`config.mk`:
```
export PLATFORM = sky130hd
export DESIGN_NAME = prbs_word_gen
export DESIGN_NICKNAME = d
export VERILOG_FILES = /design/src/rtl/prbs_word_pkg.sv /design/src/rtl/prbs_ctrl.sv /design/src/rtl/prbs_datapath.sv /design/src/rtl/prbs_word_gen.sv
export SDC_FILE = /design/constraint.sdc
export NUM_CORES = 1
export LEC_CHECK = 0
export ABC_CLOCK_PERIOD_IN_PS = 1900
export CORE_MARGIN = 5
export CORE_UTILIZATION = 35
export CTS_CLUSTER_DIAMETER = 100
export CTS_CLUSTER_SIZE = 28
export DETAILED_ROUTE_END_ITERATION = 8
export DONT_BUFFER_PORTS = 1
export PLACE_DENSITY_LB_ADDON = 0.08
export SLEW_MARGIN = 20
export SYNTH_ARGS = -nofsm -noshare
export SYNTH_HDL_FRONTEND = slang
export SYNTH_SLANG_ARGS = --single-unit
```
`constraint.sdc`:
```
create_clock -name clk -period 1.9 [get_ports clk]
set_clock_uncertainty 0.2 [all_clocks]
set_input_delay 0.19 -clock clk [delete_from_list [all_inputs] [get_ports clk]]
set_output_delay 0.19 -clock clk [all_outputs]
set_load 0.02 [all_outputs]
```
`src/rtl/prbs_word_pkg.sv`:
```
package prbs_word_pkg;

  localparam int STATE_W   = 31;
  localparam int MODE_W    = 3;
  localparam int NUM_MODES = 5;

  typedef struct packed {
    logic reseed;
    logic advance;
  } genCtrl_t;

  function automatic int polyLen(input int m);
    case (m)
      1:       return 10;
      2:       return 15;
      3:       return 23;
      4:       return 31;
      default: return 7;
    endcase
  endfunction

  function automatic int polyTap(input int m);
    case (m)
      1:       return 7;
      2:       return 14;
      3:       return 18;
      4:       return 28;
      default: return 6;
    endcase
  endfunction

  function automatic logic polyInv(input int m);
    return (m >= 2);
  endfunction

endpackage

```
`src/rtl/prbs_ctrl.sv`:
```
module prbs_ctrl
  import prbs_word_pkg::*;
(
  input  logic              clk,
  input  logic              rstN,
  input  logic              enable,
  input  logic              load,
  input  logic [MODE_W-1:0] modeIn,
  output genCtrl_t          ctrl,
  output logic [MODE_W-1:0] modeIdx,
  output logic              validQ
);

  logic [MODE_W-1:0] prevMode;
  logic              modeChanged;

  assign modeChanged  = (modeIn != prevMode);
  assign ctrl.reseed  = load | modeChanged;
  assign ctrl.advance = enable & ~ctrl.reseed;
  assign modeIdx      = (modeIn < MODE_W'(NUM_MODES)) ? modeIn : '0;

  always_ff @(posedge clk or negedge rstN) begin
    if (!rstN) begin
      prevMode <= '0;
      validQ   <= 1'b0;
    end else begin
      prevMode <= modeIn;
      validQ   <= ctrl.advance;
    end
  end

endmodule

```
`src/rtl/prbs_datapath.sv`:
```
module prbs_datapath
  import prbs_word_pkg::*;
#(
  parameter int WORD_W = 16
) (
  input  logic              clk,
  input  logic              rstN,
  input  genCtrl_t          ctrl,
  input  logic [MODE_W-1:0] modeIdx,
  output logic [WORD_W-1:0] wordQ
);

  logic [STATE_W-1:0] stateQ;
  logic [STATE_W-1:0] candState [NUM_MODES];
  logic [WORD_W-1:0]  candWord  [NUM_MODES];
  logic [STATE_W-1:0] nextState;
  logic [WORD_W-1:0]  nextWord;

  for (genvar m = 0; m < NUM_MODES; m++) begin : g_mode
    localparam int   LEN = polyLen(m);
    localparam int   TAP = polyTap(m);
    localparam logic INV = polyInv(m);
    localparam logic [STATE_W-1:0] MASK = STATE_W'((64'd1 << LEN) - 64'd1);

    logic [STATE_W-1:0] stepState;
    logic [WORD_W-1:0]  stepWord;

    always_comb begin : stepper
      logic [STATE_W-1:0] walk;
      logic               fbBit;
      walk     = stateQ;
      fbBit    = 1'b0;
      stepWord = '0;
      for (int i = 0; i < WORD_W; i++) begin
        fbBit = walk[LEN-1] ^ walk[TAP-1];
        walk  = {walk[STATE_W-2:0], fbBit} & MASK;
        stepWord[WORD_W-1-i] = fbBit ^ INV;
      end
      stepState = walk;
    end

    assign candState[m] = stepState;
    assign candWord[m]  = stepWord;
  end

  always_comb begin
    case (modeIdx)
      3'd1:    begin nextState = candState[1]; nextWord = candWord[1]; end
      3'd2:    begin nextState = candState[2]; nextWord = candWord[2]; end
      3'd3:    begin nextState = candState[3]; nextWord = candWord[3]; end
      3'd4:    begin nextState = candState[4]; nextWord = candWord[4]; end
      default: begin nextState = candState[0]; nextWord = candWord[0]; end
    endcase
  end

  always_ff @(posedge clk or negedge rstN) begin
    if (!rstN) begin
      stateQ <= '1;
      wordQ  <= '0;
    end else if (ctrl.reseed) begin
      stateQ <= '1;
    end else if (ctrl.advance) begin
      stateQ <= nextState;
      wordQ  <= nextWord;
    end
  end

endmodule

```
`src/rtl/prbs_word_gen.sv`:
```
module prbs_word_gen
  import prbs_word_pkg::*;
#(
  parameter int WORD_W = 16
) (
  input  logic              clk,
  input  logic              rstN,
  input  logic              enable,
  input  logic              load,
  input  logic [2:0]        mode,
  output logic [WORD_W-1:0] word,
  output logic              valid
);

  genCtrl_t          ctrl;
  logic [MODE_W-1:0] modeIdx;

  prbs_ctrl u_ctrl (
    .clk     (clk),
    .rstN    (rstN),
    .enable  (enable),
    .load    (load),
    .modeIn  (mode),
    .ctrl    (ctrl),
    .modeIdx (modeIdx),
    .validQ  (valid)
  );

  prbs_datapath #(.WORD_W(WORD_W)) u_dp (
    .clk     (clk),
    .rstN    (rstN),
    .ctrl    (ctrl),
    .modeIdx (modeIdx),
    .wordQ   (word)
  );

endmodule

```
==> metrics.yaml, run 1 <==
run_status:
  run_status: "finished with violations"
  violations: "setup timing"
die:
  die_w_um: 111
  core_area_mm2: 0.00986
  ioPinCount: 24
  fp-row-count: 36
  start_util_pct: 36.2
  dieArea_mm2: 0.0123
  die_height_um: 111
synth:
  synthMostInstantiatedCell: "xor2_1"
  syn-num-nets: 414
  synth_cell_type_count: 55
  synthArstFlopShare_pct: 100
  synth_top_cell_area_share_pct: 22.8
  synthTopCellsByArea: "dfstp_2 (23%), dfrtp_1 (14%), xor2_1 (9.6%), xnor2_1 (8.1%), o21ai_0 (4.5%)"
  syn-cell-area_mm2: 0.00357
  synthCells: 407
  synthTopCellsByCount: "xor2_1 (39), nand2_1 (37), xnor2_1 (33), o21ai_0 (32), dfstp_2 (31)"
  yosysWarnings: 0
  ys_seq_area_share_pct: 36.8
  synth_flop_cell: "dfstp_2"
  yosys_register_bits: 51
  synth_edf_count: 0
  syn_avg_cell_area_um2: 8.78
  yosysTopAreaCell: "dfstp_2"
worst_hold_path:
  min-delay-start: "mode[0]"
  hold_depth: 3
  hold_path.class: "in -> reg"
cells_and_area:
  fin_cells: 579
  area_growth_pct: 28.5
  regArea_mm2: 0.00132
  fin_util_pct: 46.6
  nFillCells: 918
  nets: 452
  drive_above_1_share_pct: 32.3
  final_cell_area_mm2: 0.00459
  multi_input_area_mm2: 0.00222
  antenna_cells: 0
global_routing:
  grt_pass1_wl_mm: 19.8
  grt_use_total_pct: 20.5
  antenna_found_initial: 0
  grt_max_degree: 52
  grt_overflow: 0
  grt_pass1_vias: 3224
placed_design:
  hpwlAfterDp_mm: 8.89
  gp_congestion: 0.912
  dp_worst_setup_slack_ns: -0.0420
  place_inst: 553
  placed_cell_area_mm2: 0.00404
  io_buffers: 0
route:
  drt_iter0_drc: 382
  antenna_left: 0
  vias_per_cell: 5.79
  drt_wl_total_mm: 12.7
  routed-via-count: 3353
  dr.pass1.iters: 6
  wl_per_cell_um: 21.9
  post-route-drc-count: 0
critical_path:
  path_cells: "xor2_2 > or4_4 > buf_4 > a21oi_1 > a41oi_1"
  ff2ff_path_depth: 5
  cp-start-kind: "flop"
  rr_startpoint: "u_ctrl.prevMode[2]"
  worst-path-stages: 5
  endpoint_kind: "flop"
  cp_num_buf_inv: 1
  crit_type: "reg -> reg"
  critPathMaxFanout: 6
  worstSetupStartpoint: "u_ctrl.prevMode[2]"
  critPathMaxStageDelay_ns: 0.61
  slowest_stage: "or4_4"
  cpLargestDelayFamily: "simple AND/OR/NAND/NOR gates"
  critPathArrivalTime_ns: 1.95
  worst-endpoint-required_ns: 1.94
pwr:
  vdd_drop_max_mv: 0.301
  leakagePower_nw: 1.73
  power_mw: 2.92
  power_density_mw_per_mm2: 635
timing:
  max_slew_margin_pct: 73.7
  setup_violations: 4
  slew_viol_final: 0
  worst_pin_slew_ns: 0.395
  worst_slack_ns: -0.0106
  hold_slack_ns: 0.000547
  max_freq_mhz: 523
  setup-tns-final_ns: -0.0254
  rsz0062_at_grt: "true"
  hold_viol_final: 0
  layout_min_cycle_time_ns: 1.91
  fin_crit_sh_pct: 101
clock_tree:
  cts_root_buf: "clkbuf_8"
  cts_buffers: 5
  cts_tree: "yes"
  htree_num_levels: 2
  clkSinkCount: 51
  clk_pin_slew_ns: 0.10
  clockBufferDepth: 2
  clock_latency_ns: 0.33
job:
  drv_cap: 0
[state kept, by name (all words and copies together), names as in the netlist]
name             count
u_dp.stateQ         31
u_dp.wordQ          16
u_ctrl.validQ        1
u_ctrl.prevMode      3
[cell usage in the layout (no fill, tap or decap), types with 3 or more instances in the layout]
master,instances
xor2_1,32
a31oi_1,3
nor3b_2,3
xor2_2,5
nor2_1,26
nand2_1,36
o21ai_1,7
a21oi_1,26
o21ai_0,30
o22ai_1,16
buf_12,8
a211oi_1,3
nand2b_1,3
nor3_2,3
nand3_1,8
xnor2_1,27
a22o_1,3
nor3_1,5
dfrtp_1,20
dfstp_2,31
dlygate4sd3_1,6
a22oi_1,12
buf_6,9
xnor2_2,6
buf_4,52
a221o_1,8
clkbuf_8,5
inv_1,4
[path summary, 6_finish.rpt]
kind	end	slack [ns]
max	u_dp.stateQ[0]	-0.01
min	u_dp.wordQ[3]	0.0005
max reg2reg	u_dp.stateQ[0]	-0.01
min in group asynchronous	u_dp.wordQ[1]	0.18
max in group asynchronous	u_dp.stateQ[6]	1.03
min reg2reg	u_dp.stateQ[28]	0.35
[cell type report]
cell class                 count  area share (%)
sequential                    51            28.6
inverter                       4           0.327
clock buffer                   6            2.04
clock inverter                 2           0.327
tap                          133            3.62
timing repair buffer          77            16.6
multi-input combinational    306            48.4
[report_power, final]
part | switching (mW) | total (mW) | internal (mW)
registers | 0.267 | 1.50 | 1.23
clock network | 0.417 | 0.763 | 0.346
logic | 0.344 | 0.654 | 0.310
[tightest hold or removal path: cells and delay by family]
kind | cells | cell delay [ns]
buf+inv | 1 | 0.07
compound gates | 2 | 0.21
[kinds of logic (layout without fill, tap and decap cells)]
kind of cell | Yosys count | in the layout | share of synthesized area (%)
and+or+nand+nor | 99 | 99 | 13.5
DFF | 51 | 51 | 36.8
xor gates and xnor gates | 73 | 73 | 18.1
AOI/OAI and AO/OA | 134 | 134 | 24.9
buffers and inverters | 50 | 89 | 6.72
[per-layer routing]
metal / vias up / global-route usage [%] / share of wire (%)
li1: 1524 / - / -
met1: 1619 / 29.0 / 43
met2: 181 / 31.2 / 45
met3: 29 / 3.88 / 8.0
met4: 0 / 7.70 / 3.1
met5: - / 0 / 0
[repair_timing]
action,4_1_cts,5_1_grt
hold endpoints to repair,78,1
setup buffers,2,7
gates cloned,0,1
resized for setup,4,35
hold buffers,7,1
setup endpoints to repair,6,26
pin swaps,1,16
Note: power is estimated with default switching activity, not from simulation.
==> inputs of run 2 (changes only) <==
- ABC_CLOCK_PERIOD_IN_PS: 1900 -> 2300
- PLACE_DENSITY_LB_ADDON: 0.08 -> unset
- clock period: 1.9 -> 2.3 ns (I/O delays scaled with it)
==> run 2 against run 1 <==
Against the previous run: the flow now finishes without violations; sequential power fell by 17%; sequential cell count did not move; critical path depth fell by 1; power fell by 21%; setup slack improved by 0.12 ns; maximum frequency fell by 13%; register-to-register slack improved by 0.12 ns; hold slack improved by 0.013 ns; clock power fell by 17%; critical path type unchanged.
==> metrics.yaml, run 2 (same netlist as run 1, synthesis figures left out) <==
critical_path:
  slowest_stage: "dfstp_2"  # was or4_4
  critPathMaxFanout: 10  # was 6
  worst-endpoint-required_ns: 2.27  # was 1.94 ns
  cp-start-kind: "flop"  # unchanged
  critPathMaxStageDelay_ns: 0.75  # was 0.61 ns
  endpoint_kind: "flop"  # unchanged
  critPathArrivalTime_ns: 2.17  # was 1.95 ns
  rrSetupSlack_ns: 0.10  # was -0.01 ns
  crit_type: "reg -> reg"  # unchanged
  path_cells: "xnor2_1 > a22o_1 > a211oi_1 > o21ai_0"  # was xor2_2 > or4_4 > buf_4 > a21oi_1 > a41oi_1
pwr:
  p_clk_share_pct: 27.5  # was 26.1%
  power_density_mw_per_mm2: 600  # was 635 mW/mm²
  leakagePower_nw: 1.35  # was 1.73 nW
  netSwitchingPower_uw: 777  # was 1.03 mW
  power_mw: 2.30  # was 2.92 mW
  p_seq_share_pct: 54.4  # was 51.5%
  p_int_mw: 1.52  # was 1.89 mW
  vdd_drop_max_mv: 0.224  # was 0.301 mV
  switching_share_pct: 33.8  # was 35.2%
  comb_power_share_pct: 18.1  # was 22.4%
cells_and_area:
  drive_above_1_share_pct: 16.7  # was 32.3%
  final_common_cell: "xor2_1"  # was buf_4
  reg_top3: "u_dp.stateQ x31, u_dp.wordQ x16, u_ctrl.prevMode x3"  # unchanged
  nets: 396  # was 452
  final_cell_area_mm2: 0.00383  # was 0.00459 mm²
  fin_util_pct: 38.8  # was 46.6%
  area_growth_pct: 7.18  # was 28.5%
  nFillCells: 971  # was 918
  regArea_mm2: 0.00132  # unchanged
  final_cell_mix: "xor2_1 (39), nand2_1 (37), xnor2_1 (33)"  # was buf_4 (52), nand2_1 (36), xor2_1 (32)
  regMostFlops: "u_dp.stateQ"  # unchanged
  antenna_cells: 0  # unchanged
  largest_reg_flops: 31  # unchanged
  multi_input_area_mm2: 0.00203  # was 0.00222 mm²
die:
  dieArea_mm2: 0.0123  # unchanged
  start_util_pct: 36.2  # unchanged
  die_height_um: 111  # unchanged
  core_area_mm2: 0.00986  # unchanged
  ioPinCount: 24  # unchanged
  fp-row-count: 36  # unchanged
  die_w_um: 111  # unchanged
clock_tree:
  cts_tree: "yes"  # unchanged
  cts_root_buf: "clkbuf_8"  # unchanged
  clockBufferDepth: 2  # unchanged
  clkSinkCount: 51  # unchanged
  htree_num_levels: 2  # unchanged
  clk_pin_slew_ns: 0.10  # about the same
  cts_buffers: 5  # unchanged
  cts_resized: 0  # was 4
  ctsHoldBuffers: 6  # was 7
  post-cts-setup-buffer-count: 0  # was 2
  clock_latency_ns: 0.31  # was 0.33 ns
timing:
  max_freq_mhz: 456  # was 523 MHz
  setup-tns-final_ns: 0  # was -0.0254 ns
  worst_pin_slew_ns: 0.800  # was 0.395 ns
  fin_crit_sh_pct: 95.4  # was 101%
  layout_min_cycle_time_ns: 2.20  # was 1.91 ns
  setup_violations: 0  # was 4
  hold_viol_final: 0  # unchanged
  rsz0062_at_grt: "false"  # was true
  slew_viol_final: 0  # unchanged
  max_slew_margin_pct: 46.6  # was 73.7%
  hold_slack_ns: 0.0138  # was 0.000547 ns
placed_design:
  gp_congestion: 0.956  # was 0.912
  placed_cell_area_mm2: 0.00364  # was 0.00404 mm²
  hpwlAfterDp_mm: 7.64  # was 8.89 mm
  io_buffers: 0  # unchanged
route:
  wl_per_cell_um: 21.6  # was 21.9 µm
  antenna_left: 0  # unchanged
  post-route-drc-count: 0  # unchanged
  drt_iter0_drc: 348  # was 382
  dr.pass1.iters: 5  # was 6
  vias_per_cell: 6.04  # was 5.79
  routed-via-count: 3159  # was 3353
  drt_wl_total_mm: 11.3  # was 12.7 mm
global_routing:
  antenna_found_initial: 0  # unchanged
  grt_use_total_pct: 18.1  # was 20.5%
  grt_max_degree: 52  # unchanged
  grt_pass1_vias: 3040  # was 3224
  grt_overflow: 0  # unchanged
  grt_pass1_wl_mm: 17.8  # was 19.8 mm
job:
  drv_cap: 0  # unchanged
worst_hold_path:
  hold_path.class: "in -> reg"  # unchanged
run_status:
  run_status: "complete, no violations"  # was finished with violations
## run 2: final timing paths
check | end | from | cells past startpoint
max in group asynchronous | u_dp.stateQ[5] | rstN | 2
min | u_dp.stateQ[0] | enable | 2
max reg2reg | u_dp.wordQ[5] | u_dp.stateQ[3] | 4
min in group asynchronous | u_dp.wordQ[2] | rstN | 2
min reg2reg | u_dp.stateQ[28] | u_dp.stateQ[28] | 2
max | u_dp.wordQ[5] | u_dp.stateQ[3] | 4
## run 2: per-stage QoR
stage               setup slack, ns  std cells
finish                        0.105        523
global route                  0.103        523
CTS                           0.202        523
detailed placement            0.225        509
global placement              0.237        509
floorplan                     0.433        407
## run 2: per-layer routing
metal  vias to the layer above  global-route usage, %  routed length (µm)
met3                        27                   4.75                 984
met4                         0                   5.92                 320
met2                       179                   27.3                5030
met5                         -                      0                   0
li1                       1406                      -                   -
met1                      1547                   25.2                4960
## run 2: layout make-up
class	instances	share of cell area, %
Clock buffer	7	1.99
Clock inverter	1	0.784
Inverter	4	0.392
Multi-Input combinational cell	306	52.9
Sequential cell	51	34.3
Tap cell	133	4.34
Timing Repair Buffer	21	5.23
## run 2: critical path: cells and delay by family (launching register included)
family	cells	cell delay (ns)
AOI/OAI and AO/OA	3	0.90
xor gates and xnor gates	1	0.19
DFF	1	0.75
## run 2: power by group through the flow
stage               Clock, mW  Sequential [mW]  Combinational [mW]
floorplan                   0             1.21               0.327
global placement            0             1.26               0.368
detailed placement          0             1.27               0.369
CTS                     0.651             1.25               0.414
global route            0.689             1.27               0.459
finish                  0.632             1.25               0.417
==> inputs of run 3 (changes only) <==
- SYNTH_HIERARCHICAL: unset -> 1
==> run 3 against run 2 <==
Against the previous run: wire length down 8.0%; combinational power down 45%; count of clock-buffer cells in the layout up 1; maximum frequency down 0.61%; setup slack worse by 0.013 ns; critical path depth up 2; sequential cell count unchanged; clock power down 8.7%; critical path type unchanged; largest power group unchanged.
==> metrics.yaml, run 3 <==
critical_path:
  endpoint_kind: "flop"  # unchanged
  cp-start-kind: "flop"  # unchanged
  critPathArrivalTime_ns: 2.20  # was 2.17 ns
  worst-endpoint-required_ns: 2.29  # was 2.27 ns
  slowest_stage: "or4_1"  # was dfstp_2
  cpLargestDelayFamily: "simple AND/OR/NAND/NOR gates"  # was compound AO/OA/AOI/OAI gates
  path_cells: "xor2_1 > or4_1 > nand2b_1 > buf_12 > a2111oi_0 > nor2_1"  # was xnor2_1 > a22o_1 > a211oi_1 > o21ai_0
  critPathMaxFanout: 22  # was 10
  cp_num_buf_inv: 1  # was 0
  crit_type: "reg -> reg"  # unchanged
  critPathMaxStageDelay_ns: 0.55  # was 0.75 ns
synth:
  ys_seq_area_share_pct: 38.2  # was 36.8%
  synthTopCellsByCount: "nor2_1 (37), xor2_1 (36), dfstp_2 (31), xnor2_1 (31), a21oi_1 (29)"  # was xor2_1 (39), nand2_1 (37), xnor2_1 (33), o21ai_0 (32), dfstp_2 (31)
  synth_compound_area_share_pct: 23.6  # was 24.9%
  synth_xor_area_share_pct: 18.3  # was 18.1%
  synthAdderAreaFrac_pct: 0  # unchanged
  syn-cell-area_mm2: 0.00344  # was 0.00357 mm²
  synth_flop_cell: "dfstp_2"  # unchanged
  synthArstFlopShare_pct: 100  # unchanged
  synth_edf_count: 0  # unchanged
  synth_cell_type_count: 46  # was 55
  synthTopCellsByArea: "dfstp_2 (24%), dfrtp_1 (15%), xor2_1 (9.2%), xnor2_1 (7.9%), a21oi_1 (4.2%)"  # was dfstp_2 (23%), dfrtp_1 (14%), xor2_1 (9.6%), xnor2_1 (8.1%), o21ai_0 (4.5%)
  syn_avg_cell_area_um2: 9.08  # was 8.78 µm²
  yosys_register_bits: 51  # unchanged
  synth_top_family_by_area: "compound AO/OA/AOI/OAI gates"  # unchanged
  yosys.area_share.simple_pct: 13.5  # about the same
  synth_top_cell_area_share_pct: 23.7  # was 22.8%
  yosysTopAreaCell: "dfstp_2"  # unchanged
  yosysWarnings: 6  # was 0
  synth.mux.area_fraction_pct: 0  # unchanged
  synthCells: 379  # was 407
  synthMostInstantiatedCell: "nor2_1"  # was xor2_1
  syn-num-nets: 386  # was 414
placed_design:
  io_buffers: 0  # unchanged
  place_inst: 496  # was 509
  gp_congestion: 0.910  # was 0.956
  dp_worst_setup_slack_ns: 0.0219  # was 0.225 ns
  hpwlAfterDp_mm: 7.03  # was 7.64 mm
pwr:
  leakagePower_nw: 1.31  # was 1.35 nW
  comb_power_share_pct: 12.7  # was 18.1%
  vdd_drop_max_mv: 0.206  # was 0.224 mV
  switching_share_pct: 28.4  # was 33.8%
  p_clk_share_pct: 31.8  # was 27.5%
  power_mw: 1.81  # was 2.30 mW
  p_int_mw: 1.30  # was 1.52 mW
  power_density_mw_per_mm2: 476  # was 600 mW/mm²
  p_seq_share_pct: 55.5  # was 54.4%
  netSwitchingPower_uw: 515  # was 777 µW
die:
  fp-row-count: 36  # unchanged
  ioPinCount: 24  # unchanged
  die_w_um: 109  # was 111 µm
  core_area_mm2: 0.00968  # was 0.00986 mm²
  dieArea_mm2: 0.0119  # was 0.0123 mm²
  start_util_pct: 35.5  # was 36.2%
  die_height_um: 109  # was 111 µm
cells_and_area:
  multi_input_area_mm2: 0.00193  # was 0.00203 mm²
  antenna_cells: 0  # unchanged
  reg_top3: "u_dp/stateQ x31, u_dp/wordQ x16, u_ctrl/prevMode x3"  # was u_dp.stateQ x31, u_dp.wordQ x16, u_ctrl.prevMode x3
  nFillCells: 995  # was 971
  fin_cells: 509  # was 523
  regArea_mm2: 0.00132  # unchanged
  area_growth_pct: 10.7  # was 7.18%
  nets: 382  # was 396
  drive_above_1_share_pct: 21.3  # was 16.7%
  largest_reg_flops: 31  # unchanged
  final_cell_mix: "xor2_1 (36), nor2_1 (36), xnor2_1 (31), dfstp_2 (31), a21oi_1 (29)"  # was xor2_1 (39), nand2_1 (37), xnor2_1 (33)
  fin_util_pct: 39.3  # was 38.8%
  regMostFlops: "u_dp/stateQ"  # was u_dp.stateQ
route:
  drt_wl_total_mm: 10.4  # was 11.3 mm
  wl_per_cell_um: 20.4  # was 21.6 µm
  vias_per_cell: 5.75  # was 6.04
  routed-via-count: 2927  # was 3159
  drt_iter0_drc: 271  # was 348
  dr.pass1.iters: 5  # unchanged
  antenna_left: 0  # unchanged
  post-route-drc-count: 0  # unchanged
global_routing:
  grt_overflow: 0  # unchanged
  grt_max_degree: 52  # unchanged
  grt_pass1_vias: 2887  # was 3040
  grt_pass1_wl_mm: 16.8  # was 17.8 mm
  grt_use_total_pct: 18.5  # was 18.1%
  antenna_found_initial: 0  # unchanged
timing:
  fin_crit_sh_pct: 96.0  # was 95.4%
  setup_violations: 0  # unchanged
  worst_slack_ns: 0.0913  # was 0.105 ns
  hold_viol_final: 0  # unchanged
  rsz0062_at_grt: "false"  # unchanged
  layout_min_cycle_time_ns: 2.21  # was 2.20 ns
  slew_viol_final: 0  # unchanged
  worst_pin_slew_ns: 0.760  # was 0.800 ns
  setup-tns-final_ns: 0  # unchanged
  max_freq_mhz: 453  # was 456 MHz
  max_slew_margin_pct: 49.1  # was 46.6%
clock_tree:
  clockBufferDepth: 2  # unchanged
  cts_root_buf: "clkbuf_8"  # unchanged
  htree_num_levels: 2  # unchanged
  cts_buffers: 5  # unchanged
  clkSinkCount: 51  # unchanged
  cts_tree: "yes"  # unchanged
  clk_pin_slew_ns: 0.09  # was 0.10 ns
  clock_latency_ns: 0.31  # about the same
job:
  drv_cap: 0  # unchanged
worst_hold_path:
  hold_path.class: "in -> reg"  # unchanged
run_status:
  run_status: "complete, no violations"  # unchanged
run 3: layout make-up:
cell class	instances	share of cell area, %
multi-input combinational	284	50.7
sequential	51	34.5
timing repair buffer	31	7.55
tap	133	4.37
clock buffer	8	2.63
inverter	2	0.197
run 3: cells by family after synthesis:
logic type	count (synthesis)
xor gates and xnor gates	69
AOI/OAI and AO/OA	120
buffers and inverters	44
DFF	51
and+or+nand+nor	95
run 3: metrics by stage:
stage	area (µm²)	hold WS, ns
CTS	3790	0.0365
finish	3810	0.0352
detailed placement	3620	-0.264
global placement	3620	-0.264
floorplan	3440	-0.266
global route	3810	0.0305
run 3: power by group through the flow:
stage	Sequential [mW]	Combinational [mW]	Clock (mW)
detailed placement	1.02	0.195	0
finish	1.01	0.230	0.577
global placement	1.02	0.195	0
floorplan	1.01	0.144	0
CTS	1.01	0.225	0.591
global route	1.01	0.251	0.633
run 3: path summary, 6_finish.rpt:
path	from	endpoint	slack, ns	cells after the start
max reg2reg	u_ctrl/prevMode[2]	u_dp/wordQ[13]	0.09	6
min reg2reg	u_dp/stateQ[8]	u_dp/stateQ[24]	0.34	2
max	u_ctrl/prevMode[2]	u_dp/wordQ[13]	0.09	6
min in group asynchronous	rstN	u_dp/wordQ[8]	0.23	2
max in group asynchronous	rstN	u_dp/stateQ[15]	1.38	2
min	enable	u_ctrl/validQ	0.04	3
run 3: worst reg2reg max path: stages, from the launching register on:
cell and delay (ns):
dfrtp_1 0.38, xor2_1 0.17, or4_1 0.55, nand2b_1 0.20, buf_12 0.17, a2111oi_0 0.34
nor2_1 0.07
run 3: metal layers:
| metal | share of wire [%] | global-route usage, % | routed length, µm | up-vias |
|---|---|---|---|---|
| met3 | 8.1 | 3.67 | 844 | 27 |
| met4 | 1.9 | 6.22 | 200 | 0 |
| met5 | 0 | 0 | 0 | - |
| met2 | 46 | 27.7 | 4730 | 135 |
| met1 | 44 | 26.5 | 4620 | 1420 |
| li1 | - | - | - | 1345 |
run 3: repair_timing:
| action | 4_1_cts | 5_1_grt |
|---|---|---|
| setup buffers | 0 | 0 |
| hold buffers | 5 | 0 |
| endpoints found under the setup margin | 0 | 18 |
| gates resized for setup | 0 | 5 |
| hold endpoints to repair | 54 | 0 |
